==> config.mk <==
export PLATFORM = sky130hd
export DESIGN_NAME = asram_ctrl
export DESIGN_NICKNAME = d
export VERILOG_FILES = /design/src/rtl/asram_pkg.sv /design/src/rtl/asram_phase_cnt.sv /design/src/rtl/asram_rd_capture.sv /design/src/rtl/asram_ctrl.sv
export SDC_FILE = /design/constraint.sdc
export NUM_CORES = 1
export LEC_CHECK = 0
export BUFFER_PORTS_ARGS = -buffer_cell sky130_fd_sc_hd__clkbuf_2
export CAP_MARGIN = 20
export CELL_PAD_IN_SITES_DETAIL_PLACEMENT = 2
export CELL_PAD_IN_SITES_GLOBAL_PLACEMENT = 2
export CORE_ASPECT_RATIO = 1.2
export CORE_MARGIN = 1.5
export CORE_UTILIZATION = 29
export CTS_CLUSTER_DIAMETER = 50
export DETAILED_ROUTE_END_ITERATION = 7
export HOLD_SLACK_MARGIN = 0.06
export PLACE_DENSITY_LB_ADDON = 0.08
export SLEW_MARGIN = 10
export SYNTH_ARGS = -nofsm -noshare
export SYNTH_HDL_FRONTEND = slang
export SYNTH_SLANG_ARGS = --single-unit
==> constraint.sdc <==
create_clock -name clk -period 2.8 [get_ports clk]
set_input_delay 0.28 -clock clk [delete_from_list [all_inputs] [get_ports clk]]
set_output_delay 0.28 -clock clk [all_outputs]
set_load 0.02 [all_outputs]
==> src/rtl/asram_pkg.sv <==
package asram_pkg;

  typedef enum logic [2:0] {
    PH_IDLE,
    PH_READ,
    PH_TURN,
    PH_WSET,
    PH_WPULSE,
    PH_WREC
  } phase_e;

  function automatic int ns_to_cyc(input int ns_val, input int per_ns);
    int c;
    c = (ns_val + per_ns - 1) / per_ns;
    if (c < 1) c = 1;
    return c;
  endfunction

  function automatic int imax(input int a, input int b);
    return (a > b) ? a : b;
  endfunction

endpackage

==> src/rtl/asram_phase_cnt.sv <==
module asram_phase_cnt #(
  parameter int CW = 8
) (
  input  logic          clk,
  input  logic          rst_n,
  input  logic          load,
  input  logic [CW-1:0] load_val,
  output logic          done
);
  logic [CW-1:0] cnt_q, cnt_d;

  always_comb begin
    cnt_d = cnt_q;
    if (load)             cnt_d = load_val;
    else if (cnt_q != '0) cnt_d = cnt_q - 1'b1;
  end

  always_ff @(posedge clk or negedge rst_n) begin
    if (!rst_n) cnt_q <= '0;
    else        cnt_q <= cnt_d;
  end

  assign done = (cnt_q == '0);
endmodule

==> src/rtl/asram_rd_capture.sv <==
module asram_rd_capture #(
  parameter int DW = 16,
  localparam int LANES = DW / 8
) (
  input  logic             clk,
  input  logic             rst_n,
  input  logic             cap_en,
  input  logic [LANES-1:0] lane_sel,
  input  logic [DW-1:0]    dq_in,
  output logic             rsp_valid,
  output logic [DW-1:0]    rsp_data
);
  logic [DW-1:0] masked;
  logic [DW-1:0] data_q;
  logic          vld_q;

  for (genvar g = 0; g < LANES; g++) begin : g_lane
    assign masked[g*8 +: 8] = lane_sel[g] ? dq_in[g*8 +: 8] : 8'h00;
  end

  always_ff @(posedge clk or negedge rst_n) begin
    if (!rst_n) begin
      vld_q  <= 1'b0;
      data_q <= '0;
    end else begin
      vld_q <= cap_en;
      if (cap_en) data_q <= masked;
    end
  end

  assign rsp_valid = vld_q;
  assign rsp_data  = data_q;
endmodule

==> src/rtl/asram_ctrl.sv <==
module asram_ctrl
  import asram_pkg::*;
#(
  parameter int AW            = 18,
  parameter int DW            = 16,
  parameter int CW            = 8,
  parameter int CLK_PERIOD_NS = 20,
  parameter int T_RC_NS       = 55,
  parameter int T_AA_NS       = 55,
  parameter int T_OE_NS       = 30,
  parameter int T_WP_NS       = 45,
  parameter int T_AW_NS       = 50,
  parameter int T_DW_NS       = 25,
  parameter int T_BUSOFF_NS   = 20,
  localparam int LANES        = DW / 8
) (
  input  logic             clk,
  input  logic             rst_n,
  input  logic             req_valid,
  output logic             req_ready,
  input  logic             req_write,
  input  logic [AW-1:0]    req_addr,
  input  logic [LANES-1:0] req_be,
  input  logic [DW-1:0]    req_wdata,
  output logic             rsp_valid,
  output logic [DW-1:0]    rsp_rdata,
  output logic [AW-1:0]    mem_addr,
  output logic             mem_ce_n,
  output logic             mem_we_n,
  output logic             mem_oe_n,
  output logic [LANES-1:0] mem_lane_n,
  output logic [DW-1:0]    mem_dq_out,
  output logic             mem_dq_oe,
  input  logic [DW-1:0]    mem_dq_in
);
  // Read: selected for the longest of cycle, address and strobe access.
  localparam int RD_CYC = imax(imax(ns_to_cyc(T_RC_NS, CLK_PERIOD_NS),
                                    ns_to_cyc(T_AA_NS, CLK_PERIOD_NS)),
                               ns_to_cyc(T_OE_NS, CLK_PERIOD_NS));
  // Write strobe: pulse width, address-valid window less the set-up cycle,
  // and data set-up plus the one cycle before the drivers turn on.
  localparam int WP_CYC = imax(imax(ns_to_cyc(T_WP_NS, CLK_PERIOD_NS),
                                    ns_to_cyc(T_AW_NS, CLK_PERIOD_NS) - 1),
                               ns_to_cyc(T_DW_NS, CLK_PERIOD_NS) + 1);
  localparam int TA_CYC = ns_to_cyc(T_BUSOFF_NS, CLK_PERIOD_NS);

  // Reset: asserted asynchronously, released through two flops.
  logic rst_s1, rst_i;
  always_ff @(posedge clk or negedge rst_n) begin
    if (!rst_n) begin
      rst_s1 <= 1'b0;
      rst_i  <= 1'b0;
    end else begin
      rst_s1 <= 1'b1;
      rst_i  <= rst_s1;
    end
  end

  phase_e           ph_q, ph_d;
  logic [AW-1:0]    addr_q, addr_d;
  logic [DW-1:0]    wdat_q, wdat_d;
  logic [LANES-1:0] lane_q, lane_d;
  logic             ce_q, ce_d, we_q, we_d, oe_q, oe_d, drv_q, drv_d;
  logic             last_rd_q, last_rd_d;
  logic             cnt_load, cnt_done, cap_en;
  logic [CW-1:0]    cnt_val;

  always_comb begin
    ph_d      = ph_q;
    addr_d    = addr_q;
    wdat_d    = wdat_q;
    lane_d    = lane_q;
    ce_d      = ce_q;
    we_d      = we_q;
    oe_d      = oe_q;
    drv_d     = drv_q;
    last_rd_d = last_rd_q;
    cnt_load  = 1'b0;
    cnt_val   = '0;
    cap_en    = 1'b0;
    unique case (ph_q)
      PH_IDLE: if (req_valid) begin
        addr_d = req_addr;
        wdat_d = req_wdata;
        lane_d = ~req_be;
        if (!req_write) begin
          ph_d      = PH_READ;
          ce_d      = 1'b0;
          oe_d      = 1'b0;
          last_rd_d = 1'b1;
          cnt_load  = 1'b1;
          cnt_val   = CW'(RD_CYC - 1);
        end else if (last_rd_q) begin
          ph_d      = PH_TURN;
          last_rd_d = 1'b0;
          cnt_load  = 1'b1;
          cnt_val   = CW'(TA_CYC - 1);
        end else begin
          ph_d = PH_WSET;
          ce_d = 1'b0;
        end
      end
      PH_READ: if (cnt_done) begin
        cap_en = 1'b1;
        ce_d   = 1'b1;
        oe_d   = 1'b1;
        lane_d = '1;
        ph_d   = PH_IDLE;
      end
      PH_TURN: if (cnt_done) begin
        ph_d = PH_WSET;
        ce_d = 1'b0;
      end
      PH_WSET: begin
        we_d     = 1'b0;
        ph_d     = PH_WPULSE;
        cnt_load = 1'b1;
        cnt_val  = CW'(WP_CYC - 1);
      end
      PH_WPULSE: begin
        drv_d = 1'b1;
        if (cnt_done) begin
          we_d = 1'b1;
          ph_d = PH_WREC;
        end
      end
      PH_WREC: begin
        drv_d  = 1'b0;
        ce_d   = 1'b1;
        lane_d = '1;
        ph_d   = PH_IDLE;
      end
      default: ph_d = PH_IDLE;
    endcase
  end

  always_ff @(posedge clk or negedge rst_i) begin
    if (!rst_i) begin
      ph_q      <= PH_IDLE;
      addr_q    <= '0;
      wdat_q    <= '0;
      lane_q    <= '1;
      ce_q      <= 1'b1;
      we_q      <= 1'b1;
      oe_q      <= 1'b1;
      drv_q     <= 1'b0;
      last_rd_q <= 1'b0;
    end else begin
      ph_q      <= ph_d;
      addr_q    <= addr_d;
      wdat_q    <= wdat_d;
      lane_q    <= lane_d;
      ce_q      <= ce_d;
      we_q      <= we_d;
      oe_q      <= oe_d;
      drv_q     <= drv_d;
      last_rd_q <= last_rd_d;
    end
  end

  asram_phase_cnt #(.CW(CW)) u_cnt (
    .clk(clk), .rst_n(rst_i), .load(cnt_load), .load_val(cnt_val), .done(cnt_done)
  );

  asram_rd_capture #(.DW(DW)) u_cap (
    .clk(clk), .rst_n(rst_i), .cap_en(cap_en), .lane_sel(~lane_q),
    .dq_in(mem_dq_in), .rsp_valid(rsp_valid), .rsp_data(rsp_rdata)
  );

  assign req_ready  = (ph_q == PH_IDLE);
  assign mem_addr   = addr_q;
  assign mem_ce_n   = ce_q;
  assign mem_we_n   = we_q;
  assign mem_oe_n   = oe_q;
  assign mem_lane_n = lane_q;
  assign mem_dq_out = wdat_q;
  assign mem_dq_oe  = drv_q;
endmodule

==> results.ini, run 1 <==
[yosys]
synthCells = 294
ys_seq_area_frac = 0.590
ys_ff_latch = 71
synth.most_common_cell = nand2_1
yosys.area.top_type = dfrtp_1
avgSynthCellArea_um2 = 10.3
synth-edff-count = 0
netlist-cell-type-count = 37
synth_flop_cell = dfrtp_1
async_flop_share = 1.00
synthesis.nets = 352
syn-cell-area_um2 = 3020
yosys_warnings = 0
yosys-top-cells-count = 110 x nand2_1, 66 x dfrtp_1, 17 x nor2b_1
netlist_top_cells_area = dfrtp_1 55%, nand2_1 14%, dfstp_2 4.3%, mux2_4 4.0%, nor2b_1 3.5%
synth.top_cell.area_share = 0.547

[grt]
grt_pass1_vias = 2726
grt_max_degree = 43
overflow = 0
antenna_found_initial = 0
track_usage = 0.161
grt_first_pass_wirelength_um = 13500

[power]
p_int_w = 0.00308
leakage_nw = 2.16
max-vdd-ir-drop_mv = 0.348
power_density_nw_per_um2 = 1270
power_switching_w = 0.00207
combPwrFrac = 0.411
pwr-share-seq = 0.361
power_switching_share = 0.401
pwr-share-clk = 0.228

[timing]
relSlewSlack = 0.540
tightest_slew_ns = 0.690
rsz0062_at_grt = no
fin_skew_ns = 0.00569
hold_violations = 0
setup_viol = 0
fmax_ghz = 0.393
period_needed_ns = 2.55
fin_tns_setup_ns = 0
fin_crit_sh = 0.909
slew_viol_final = 0

[placement]
routabilityCongestion = 0.732
dp_cells = 526
io_buffers = 113
place_hpwl_um = 5780

[finish]
n_fill_cell = 1116
num-nets-final = 470
drive_gt1_frac = 0.388
diodes = 0
final_cells = 543
area_growth_pct = 34.2

[cts]
htreeDepth = 3
clkLatencyLatePin_ns = 0.33
root_buffer = clkbuf_16
cts.path.max_buffers = 2
cts_tree = yes
cts_buffers = 9
path_clk_slew_ns = 0.05
cts_resized = 0
cts_sinks = 71

[drt]
dr.pass1.iters = 4
wl_um = 8150
drc = 0
first_iter_violations = 61
via_count = 2516
via_per_inst = 4.63
wl_per_cell_um = 15.0
ant_nets = 0

[min_path]
hold_class = in -> reg

[critical_path]
worst-path-max-fanout = 18
critPathBufInv = 1
path_cells = or4_1 > or3_4 > or3_1 > buf_4 > mux2_4
critPathTopFamily = simple AND/OR/NAND/NOR gates
critical-path-max-stage-delay_ns = 0.65
cp-start-kind = flop
worstSetupPathType = reg -> reg
worst_ep_required_time_ns = 3.01
slowest_stage = or4_1
critPathCaptureType = flop
critPathArrivalTime_ns = 2.76

[die]
dieArea_um2 = 11000
rows = 40
initial_utilization = 0.300
fp.dieW_um = 96.2
coreArea_um2 = 10100
die_y_um = 115
num_io_pins = 114

[run]
max_cap_violations = 0

[run_status]
status = finished clean

[per-stage QoR]
step	power (W)	cell area (µm²)	setup slack (ns)	hold WS, ns	utilization
2_1_floorplan	0.00325	3020	0.344	-0.0156	-
3_3_place_gp	0.00395	3740	0.326	0.0689	0.371
3_5_place_dp	0.00403	3740	0.259	0.0707	0.371
4_1_cts	0.00526	4060	0.247	0.0683	0.403
5_1_grt	0.00554	4060	0.178	0.0864	0.403
6_report	0.00515	4060	0.255	0.0805	0.403
[timing repair]
item                                   4_1_cts  5_1_grt
endpoints found under the hold margin        2        0
hold buffers                                 1        0
setup buffers                                0        0
[cell families after synthesis]
logic type	after synthesis	synth area share
buffers and inverters	19	0.0319
AND/OR/NAND/NOR	155	0.229
other	1	0.00124
multiplexers	18	0.0766
adder cells (fa/ha/maj)	2	0.00828
AO/OA/AOI/OAI	22	0.0456
flip-flops	71	0.590
XOR/XNOR	6	0.0174
[state kept, by name, indices dropped and copies added, names as in the netlist, 2 cells and up]
name,cells
ph_q,3
u_cap.rsp_data,16
u_cnt.cnt_q,8
mem_lane_n,2
mem_addr,18
mem_dq_out,16
[cells in the final DEF (no fill, tap or decap), types with 2 or more instances in the layout]
master | Yosys | final
mux2_2 | 9 | 9
nand3b_1 | 2 | 2
or3_1 | 2 | 2
ha_1 | 2 | 2
nand4b_1 | 2 | 2
clkbuf_8 | 0 | 3
clkinv_2 | 0 | 2
nor2_1 | 10 | 10
a21oi_1 | 5 | 5
dfstp_2 | 5 | 5
nor2b_1 | 17 | 17
clkbuf_16 | 0 | 9
mux2_4 | 8 | 8
inv_1 | 6 | 6
nand2_1 | 110 | 110
nor3_1 | 5 | 5
a2bb2oi_1 | 2 | 2
clkbuf_2 | 0 | 113
xor2_1 | 5 | 5
buf_4 | 0 | 5
o21ai_0 | 8 | 8
dfrtp_1 | 66 | 65
[per-layer routing]
metal / vias up / track usage / share of wire
met1: 1254 / 0.197 / 0.42
li1: 1185 / - / -
met3: 13 / 0.0522 / 0.070
met4: 0 / 0.0735 / 0.020
met2: 64 / 0.255 / 0.49
met5: - / 0 / 0
[worst reg2reg max path, cell delays in order (launching register included)]
cell and delay, ns:
dfrtp_1 0.40, or4_1 0.65, or3_4 0.45, or3_1 0.36, buf_4 0.23, mux2_4 0.33
[power groups by stage]
stage	Sequential, W	Clock, W	Combinational (W)
finish	0.00186	0.00118	0.00211
global route	0.00194	0.00125	0.00235
CTS	0.00187	0.00122	0.00217
detailed placement	0.00188	0	0.00215
global placement	0.00186	0	0.00209
floorplan	0.00229	0	0.000959
[final timing paths]
| kind | slack (ns) | endpoint | startpoint | depth (start not counted) |
|---|---|---|---|---|
| worst max-delay path | 0.25 | u_cap.rsp_data[13] | u_cnt.cnt_q[5] | 5 |
| worst min-delay path | 0.08 | mem_lane_n[1] | req_be[1] | 2 |
| worst max register to register | 0.25 | u_cap.rsp_data[13] | u_cnt.cnt_q[5] | 5 |
| worst min register to register | 0.31 | ph_q[1] | rst_i | 0 |
| max in group asynchronous | 1.83 | mem_addr[6] | rst_i | 1 |
| min in group asynchronous | 0.26 | rst_s1 | rst_n | 2 |
[layout make-up]
type                    instances  area, µm²  area share
multi-input cells             204       1150       0.283
clock buffers                  13        270      0.0666
well taps                     126        158      0.0389
flip-flops and latches         71       1780       0.440
inverters                       6       22.5     0.00555
clock inverters                 3       40.0     0.00987
repair buffers                120        633       0.156
No activity file was read; power rests on OpenSTA's default activity.
==> run 2, diff against run 1 <==
--- a/config.mk
+++ b/config.mk
@@ -7,13 +7,14 @@
 export LEC_CHECK = 0
 export BUFFER_PORTS_ARGS = -buffer_cell sky130_fd_sc_hd__clkbuf_2
 export CAP_MARGIN = 20
-export CELL_PAD_IN_SITES_DETAIL_PLACEMENT = 2
-export CELL_PAD_IN_SITES_GLOBAL_PLACEMENT = 2
+export CELL_PAD_IN_SITES_DETAIL_PLACEMENT = 0
+export CELL_PAD_IN_SITES_GLOBAL_PLACEMENT = 1
 export CORE_ASPECT_RATIO = 1.2
 export CORE_MARGIN = 1.5
-export CORE_UTILIZATION = 29
+export CORE_UTILIZATION = 33
 export CTS_CLUSTER_DIAMETER = 50
 export DETAILED_ROUTE_END_ITERATION = 7
+export GPL_TIMING_DRIVEN = 0
 export HOLD_SLACK_MARGIN = 0.06
 export PLACE_DENSITY_LB_ADDON = 0.08
 export SLEW_MARGIN = 10
==> constraint.sdc (replaced) <==
create_clock -name clk -period 2.1 [get_ports clk]
set_input_delay 0.21 -clock clk [delete_from_list [all_inputs] [get_ports clk]]
set_output_delay 0.21 -clock clk [all_outputs]
set_load 0.02 [all_outputs]
==> run 2 against run 1 <==
Effect of this change: the flow now finishes with violations (setup timing); utilization rose by 9.0 points; cell area rose by 9.2%; routed wire length fell by 12%; cell count rose by 8.3%; first-iteration DRC count rose by 43%; count of clock-buffer cells in the layout did not move; critical path depth did not move; sequential power rose by 31%; via count rose by 2.8%; flip-flop and latch count did not move; highest routed layer unchanged; global-route usage fell by 0.49 points; clock power fell by 17%.
==> results.ini, run 2 (synthesis gave the netlist of run 1 again) <==
[die]
die_y_um = 108  ; -6.1%
fp.dieW_um = 90.4  ; -6.1%
num_io_pins = 114  ; unchanged
coreArea_um2 = 8990  ; -11%
rows = 38  ; -5.0%
dieArea_um2 = 9740  ; -12%
initial_utilization = 0.336  ; +0.0359

[cts]
cts_buffers = 9  ; unchanged
cts.path.max_buffers = 2  ; unchanged
htreeDepth = 3  ; unchanged
cts_sinks = 71  ; unchanged
root_buffer = clkbuf_8
path_clk_slew_ns = 0.07  ; +0.02 ns
clkLatencyLatePin_ns = 0.35  ; +0.02 ns
cts_tree = yes

[timing]
fin_crit_sh = 1.06  ; +0.154
fin_hold_ws_ns = 0.175  ; +0.0950 ns
period_needed_ns = 2.23  ; -0.314 ns
hold_violations = 0  ; unchanged
fmax_ghz = 0.448  ; +14%
rsz0062_at_grt = yes
setup_viol = 16  ; +16
slew_viol_final = 0  ; unchanged
fin_skew_ns = 0.00763  ; +0.00194 ns
fin_ws_ns = -0.132  ; -0.386 ns

[critical_path]
worst_ep_required_time_ns = 2.33  ; -0.68 ns
r2r_start = u_cnt.cnt_q[4]
r2r_cells = 5  ; unchanged
slowest_stage = or4_4
path_cells = or4_4 > or3_4 > or3_4 > buf_12 > mux2_4
critical-path-max-stage-delay_ns = 0.55  ; -0.10 ns
worst-path-max-fanout = 10  ; -8
critPathArrivalTime_ns = 2.46  ; -0.30 ns
critPathCaptureType = flop
rr_endpoint = u_cap.rsp_data[13]
crit_top_cell = or3_4
worstSetupPathType = reg -> reg
r2r_slack_ns = -0.13  ; -0.39 ns
cp-start-kind = flop

[run_status]
violations = setup timing
status = finished with violations

[finish]
largest_reg_flops = 18  ; unchanged
final_util = 0.493  ; +0.0895
drive_gt1_frac = 0.382  ; -0.00601
n_fill_cell = 901  ; -19%
area_growth_pct = 46.5
num-nets-final = 523  ; +11%
multi_input_area_um2 = 1190  ; +3.3%
final_cell_mix = 115 x clkbuf_2, 110 x nand2_1, 65 x dfrtp_1
final_common_cell = clkbuf_2
regArea_um2 = 1790  ; +0.14%
diodes = 0  ; unchanged
fin_area_um2 = 4430  ; +9.2%

[power]
leakage_nw = 2.31  ; +7.1%
max-vdd-ir-drop_mv = 0.569  ; +64%
pwr-share-clk = 0.152  ; -0.076
pwr-share-seq = 0.377  ; +0.016
power_switching_w = 0.00266  ; +29%
combPwrFrac = 0.471  ; +0.060
power_switching_share = 0.413  ; +0.0118
p_int_w = 0.00378  ; +23%
power_density_nw_per_um2 = 1460  ; +15%

[drt]
drc = 0  ; unchanged
first_iter_violations = 87  ; +43%
via_per_inst = 4.40  ; -5.1%
dr.pass1.iters = 4  ; unchanged
via_count = 2586  ; +2.8%
ant_nets = 0  ; unchanged
wl_per_cell_um = 12.2  ; -18%
wl_um = 7200  ; -12%

[grt]
grt_pass1_vias = 2539  ; -6.9%
antenna_found_initial = 0  ; unchanged
grt_first_pass_wirelength_um = 11900  ; -12%
track_usage = 0.156  ; -0.00493
grt_max_degree = 50  ; +16%
overflow = 0  ; unchanged

[placement]
dp_slack_ns = -0.398  ; -0.657 ns
place_hpwl_um = 4900  ; -15%
dpl_cell_area_um2 = 3780  ; +1.2%
io_buffers = 113  ; unchanged
routabilityCongestion = 0.748  ; +2.1%

[min_path]
hold_class = in -> async

[run]
max_cap_violations = 0  ; unchanged

[run 2: what timing repair did]
item / in CTS / in global routing
endpoints found under the setup margin: 30 / 53
hold buffers: 37 / 0
gates resized for setup: 8 / 11
hold endpoints to repair: 38 / 0
setup buffers: 6 / 4
pin swaps: 3 / 2
[run 2: layout make-up]
type / instances / share of cell area
flip-flops and latches: 71 / 0.404
multi-input cells: 204 / 0.268
repair buffers: 162 / 0.236
clock buffers: 13 / 0.0381
well taps: 120 / 0.0339
plain buffers: 11 / 0.0141
inverters: 6 / 0.00509
clock inverters: 1 / 0.00113
[run 2: worst max-delay path: cells and delay by family, from the launching register on]
family | cells | cell delay (ns)
buffers and inverters | 1 | 0.16
DFF | 1 | 0.38
muxes | 1 | 0.29
and+or+nand+nor | 3 | 1.28
[run 2: how the worst max path moves through the flow]
stage	slack [ns]	from	cells after the start	end
3_3_place_gp	-0.68	ph_q[2]	5	mem_addr[13]
6_report	-0.13	u_cnt.cnt_q[4]	5	u_cap.rsp_data[13]
4_1_cts	-0.35	u_cnt.cnt_q[3]	7	u_cap.rsp_data[13]
2_1_floorplan	-0.28	u_cnt.cnt_q[4]	7	u_cap.rsp_data[10]
5_1_grt	-0.19	u_cnt.cnt_q[4]	5	u_cap.rsp_data[13]
3_5_place_dp	-0.40	u_cnt.cnt_q[4]	7	u_cap.rsp_data[13]
[run 2: power groups by stage]
stage	combinational [W]	sequential, W	clock [W]
after floorplan	0.00128	0.00305	0
after global placement	0.00279	0.00245	0
after detailed placement	0.00285	0.00245	0
after CTS	0.00303	0.00243	0.00103
after global routing	0.00336	0.00252	0.00109
final	0.00304	0.00243	0.000982
[run 2: metrics by stage]
| step | cells | setup TNS (ns) | total power (W) |
|---|---|---|---|
| 3_3_place_gp | 527 | -27.22 | 0.00524 |
| 4_1_cts | 586 | -5.66 | 0.00649 |
| 6_report | 588 | -1.85 | 0.00645 |
| 5_1_grt | 588 | -2.83 | 0.00696 |
| 2_1_floorplan | 294 | -3.13 | 0.00433 |
| 3_5_place_dp | 529 | -5.11 | 0.00530 |
[run 2: routing by layer]
layer  track usage  part of all wire
met1         0.191              0.44
met2         0.253              0.49
met3        0.0374             0.049
met4        0.0850             0.021
met5             0                 0
==> run 3, diff against run 2 <==
--- a/config.mk
+++ b/config.mk
@@ -5,15 +5,15 @@
 export SDC_FILE = /design/constraint.sdc
 export NUM_CORES = 1
 export LEC_CHECK = 0
-export BUFFER_PORTS_ARGS = -buffer_cell sky130_fd_sc_hd__clkbuf_2
 export CAP_MARGIN = 20
 export CELL_PAD_IN_SITES_DETAIL_PLACEMENT = 0
 export CELL_PAD_IN_SITES_GLOBAL_PLACEMENT = 1
 export CORE_ASPECT_RATIO = 1.2
 export CORE_MARGIN = 1.5
-export CORE_UTILIZATION = 33
+export CORE_UTILIZATION = 40
 export CTS_CLUSTER_DIAMETER = 50
 export DETAILED_ROUTE_END_ITERATION = 7
+export DONT_BUFFER_PORTS = 1
 export GPL_TIMING_DRIVEN = 0
 export HOLD_SLACK_MARGIN = 0.06
 export PLACE_DENSITY_LB_ADDON = 0.08
==> run 3 against run 2 <==
Effect of this change: the flow still finishes with violations (setup timing); sequential power up 31%; first-iteration DRC count up 20%; cell count down 24%; clock power down 4.8%; non-clock buffer count down 111; critical endpoint is now u_cap.rsp_data[9].
==> results.ini, run 3 (synthesis gave the netlist of run 1 again) <==
[run_status]
status = finished with violations
violations = setup timing

[critical_path]
crit_top_cell = or3_4
cp-start-kind = flop
critical-path-max-stage-delay_ns = 0.40  ; -0.15 ns
critPathArrivalTime_ns = 2.48  ; +0.02 ns
path_cells = inv_2 > ha_4 > or2b_4 > or3_4 > or3_4 > buf_12 > mux2_4
worst-path-max-fanout = 5  ; -5
slowest_stage = dfrtp_1
worstSetupPathType = reg -> reg
critPathCaptureType = flop
worst_ep_required_time_ns = 2.32  ; about the same

[finish]
largest_reg_flops = 18  ; unchanged
diodes = 0  ; unchanged
num-nets-final = 412  ; -21%
drive_gt1_frac = 0.198  ; -0.185
final_cell_mix = 109 x nand2_1, 65 x dfrtp_1, 38 x dlygate4sd3_1
multi_input_area_um2 = 1200  ; +1.3%
final_cells = 449  ; -24%
final_util = 0.534  ; +0.0411
n_fill_cell = 666  ; -26%
regArea_um2 = 1790  ; unchanged
final_common_cell = nand2_1
area_growth_pct = 28.5

[drt]
ant_nets = 0  ; unchanged
wl_um = 6890  ; -4.3%
via_count = 2191  ; -15%
first_iter_violations = 104  ; +20%
drc = 0  ; unchanged
via_per_inst = 4.88  ; +11%
wl_per_cell_um = 15.3  ; +25%
dr.pass1.iters = 4  ; unchanged

[placement]
dp_slack_ns = -0.406  ; -0.00827 ns
dp_cells = 386  ; -27%
io_buffers = 0  ; -100%
routabilityCongestion = 0.731  ; -2.2%
place_hpwl_um = 4270  ; -13%

[timing]
fin_crit_sh = 1.08  ; +0.0137
rsz0062_at_grt = yes
fin_skew_ns = 0.0116  ; +0.00392 ns
setup_viol = 16  ; unchanged
tightest_slew_ns = 0.693
fin_tns_setup_ns = -2.26  ; -0.411 ns
relSlewSlack = 0.534
slew_viol_final = 0  ; unchanged
fin_ws_ns = -0.160  ; -0.0287 ns
period_needed_ns = 2.26  ; +0.0287 ns
hold_violations = 0  ; unchanged
fmax_ghz = 0.442  ; -1.3%

[grt]
track_usage = 0.182  ; +0.0258
overflow = 0  ; unchanged
antenna_found_initial = 0  ; unchanged
met2_usage = 0.271  ; +0.0175
gr-usage-met3 = 0.0729  ; +0.0355
grt_pass1_vias = 2258  ; -11%
grt-busiest-layer = met2
grt_max_degree = 49  ; -2.0%
grt_first_pass_wirelength_um = 11100  ; -6.4%
met1_usage = 0.237  ; +0.0452

[cts]
cts.path.max_buffers = 2  ; unchanged
cts_tree = yes
root_buffer = clkbuf_8
clkLatencyLatePin_ns = 0.34  ; about the same
cts_sinks = 71  ; unchanged
cts_buffers = 9  ; unchanged
htreeDepth = 3  ; unchanged
path_clk_slew_ns = 0.08  ; about the same

[power]
power_switching_share = 0.438  ; +0.0249
pwr-share-clk = 0.157  ; +0.005
leakage_nw = 1.86  ; -20%
max-vdd-ir-drop_mv = 0.703  ; +23%
p_total_w = 0.00597  ; -7.4%
combPwrFrac = 0.309  ; -0.162
pwr-share-seq = 0.534  ; +0.157
p_int_w = 0.00335  ; -11%
power_density_nw_per_um2 = 1540  ; +5.5%
power_switching_w = 0.00261  ; -1.8%

[min_path]
hold_class = in -> async

[die]
die_y_um = 98.2  ; -8.9%
initial_utilization = 0.415  ; +0.0791
rows = 34  ; -11%
num_io_pins = 114  ; unchanged
fp.dieW_um = 82.3  ; -8.9%
coreArea_um2 = 7270  ; -19%
dieArea_um2 = 8090  ; -17%

[run]
max_cap_violations = 0  ; unchanged

## run 3: cell count changes in the layout (fill, tap and decap cells not counted), sizes merged
cell | before | now
clkinv | 1 | 4
clkinvlp | 0 | 2
buf | 15 | 16
dlygate4sd3 | 37 | 38
clkbuf | 134 | 18
## run 3: layout make-up
type | count | share of cell area
Buffer | 10 | 0.0148
Inverter | 6 | 0.00580
Sequential cell | 71 | 0.460
Clock inverter | 6 | 0.00999
Timing Repair Buffer | 52 | 0.138
Multi-Input combinational cell | 204 | 0.309
Clock buffer | 10 | 0.0329
Tap cell | 90 | 0.0290
## run 3: power groups by stage
stage | clock network [W] | registers, W | logic (W)
2_1_floorplan | 0 | 0.00305 | 0.00128
3_3_place_gp | 0 | 0.00323 | 0.00149
3_5_place_dp | 0 | 0.00320 | 0.00158
4_1_cts | 0.000972 | 0.00318 | 0.00178
5_1_grt | 0.00103 | 0.00329 | 0.00209
6_report | 0.000935 | 0.00319 | 0.00184
## run 3: worst max-delay path: cells and delay by family (launching register included)
kind                     cells  cell delay (ns)
AND/OR/NAND/NOR              3             1.06
flip-flops                   1             0.40
multiplexers                 1             0.29
buffers and inverters        2             0.26
adder cells (fa/ha/maj)      1             0.13
## run 3: per-stage QoR
stage | hold slack, ns | instance area [µm²]
after detailed placement | -0.0856 | 3180
final | 0.0912 | 3880
after global routing | 0.0797 | 3880
after global placement | -0.0856 | 3140
after CTS | 0.0667 | 3820
after floorplan | -0.0856 | 3020
## run 3: what timing repair did
action / in CTS / in global routing
resized for setup: 11 / 16
hold buffers: 38 / 0
endpoints found under the hold margin: 41 / 0
pin swaps: 4 / 4
setup buffers: 6 / 5
gates cloned: 1 / 0
endpoints found under the setup margin: 22 / 53
## run 3: layer usage
layer,wire length (µm),share of wire,vias to the layer above
li1,-,-,1063
met1,2970,0.43,1047
met2,3340,0.48,72
met3,458,0.066,9
met4,119,0.017,0
met5,0,0,-
## run 3: worst paths after layout
| kind | startpoint | to | slack [ns] | cells past startpoint |
|---|---|---|---|---|
| setup / recovery | u_cnt.cnt_q[1] | u_cap.rsp_data[9] | -0.16 | 7 |
| hold / removal | rst_n | rst_i | 0.09 | 1 |
| setup reg to reg | u_cnt.cnt_q[1] | u_cap.rsp_data[9] | -0.16 | 7 |
| hold reg to reg | rst_i | mem_dq_out[9] | 0.23 | 0 |
| max in group asynchronous | rst_i | mem_oe_n | 1.26 | 1 |
| min in group clk | req_valid | ph_q[1] | 0.10 | 2 |
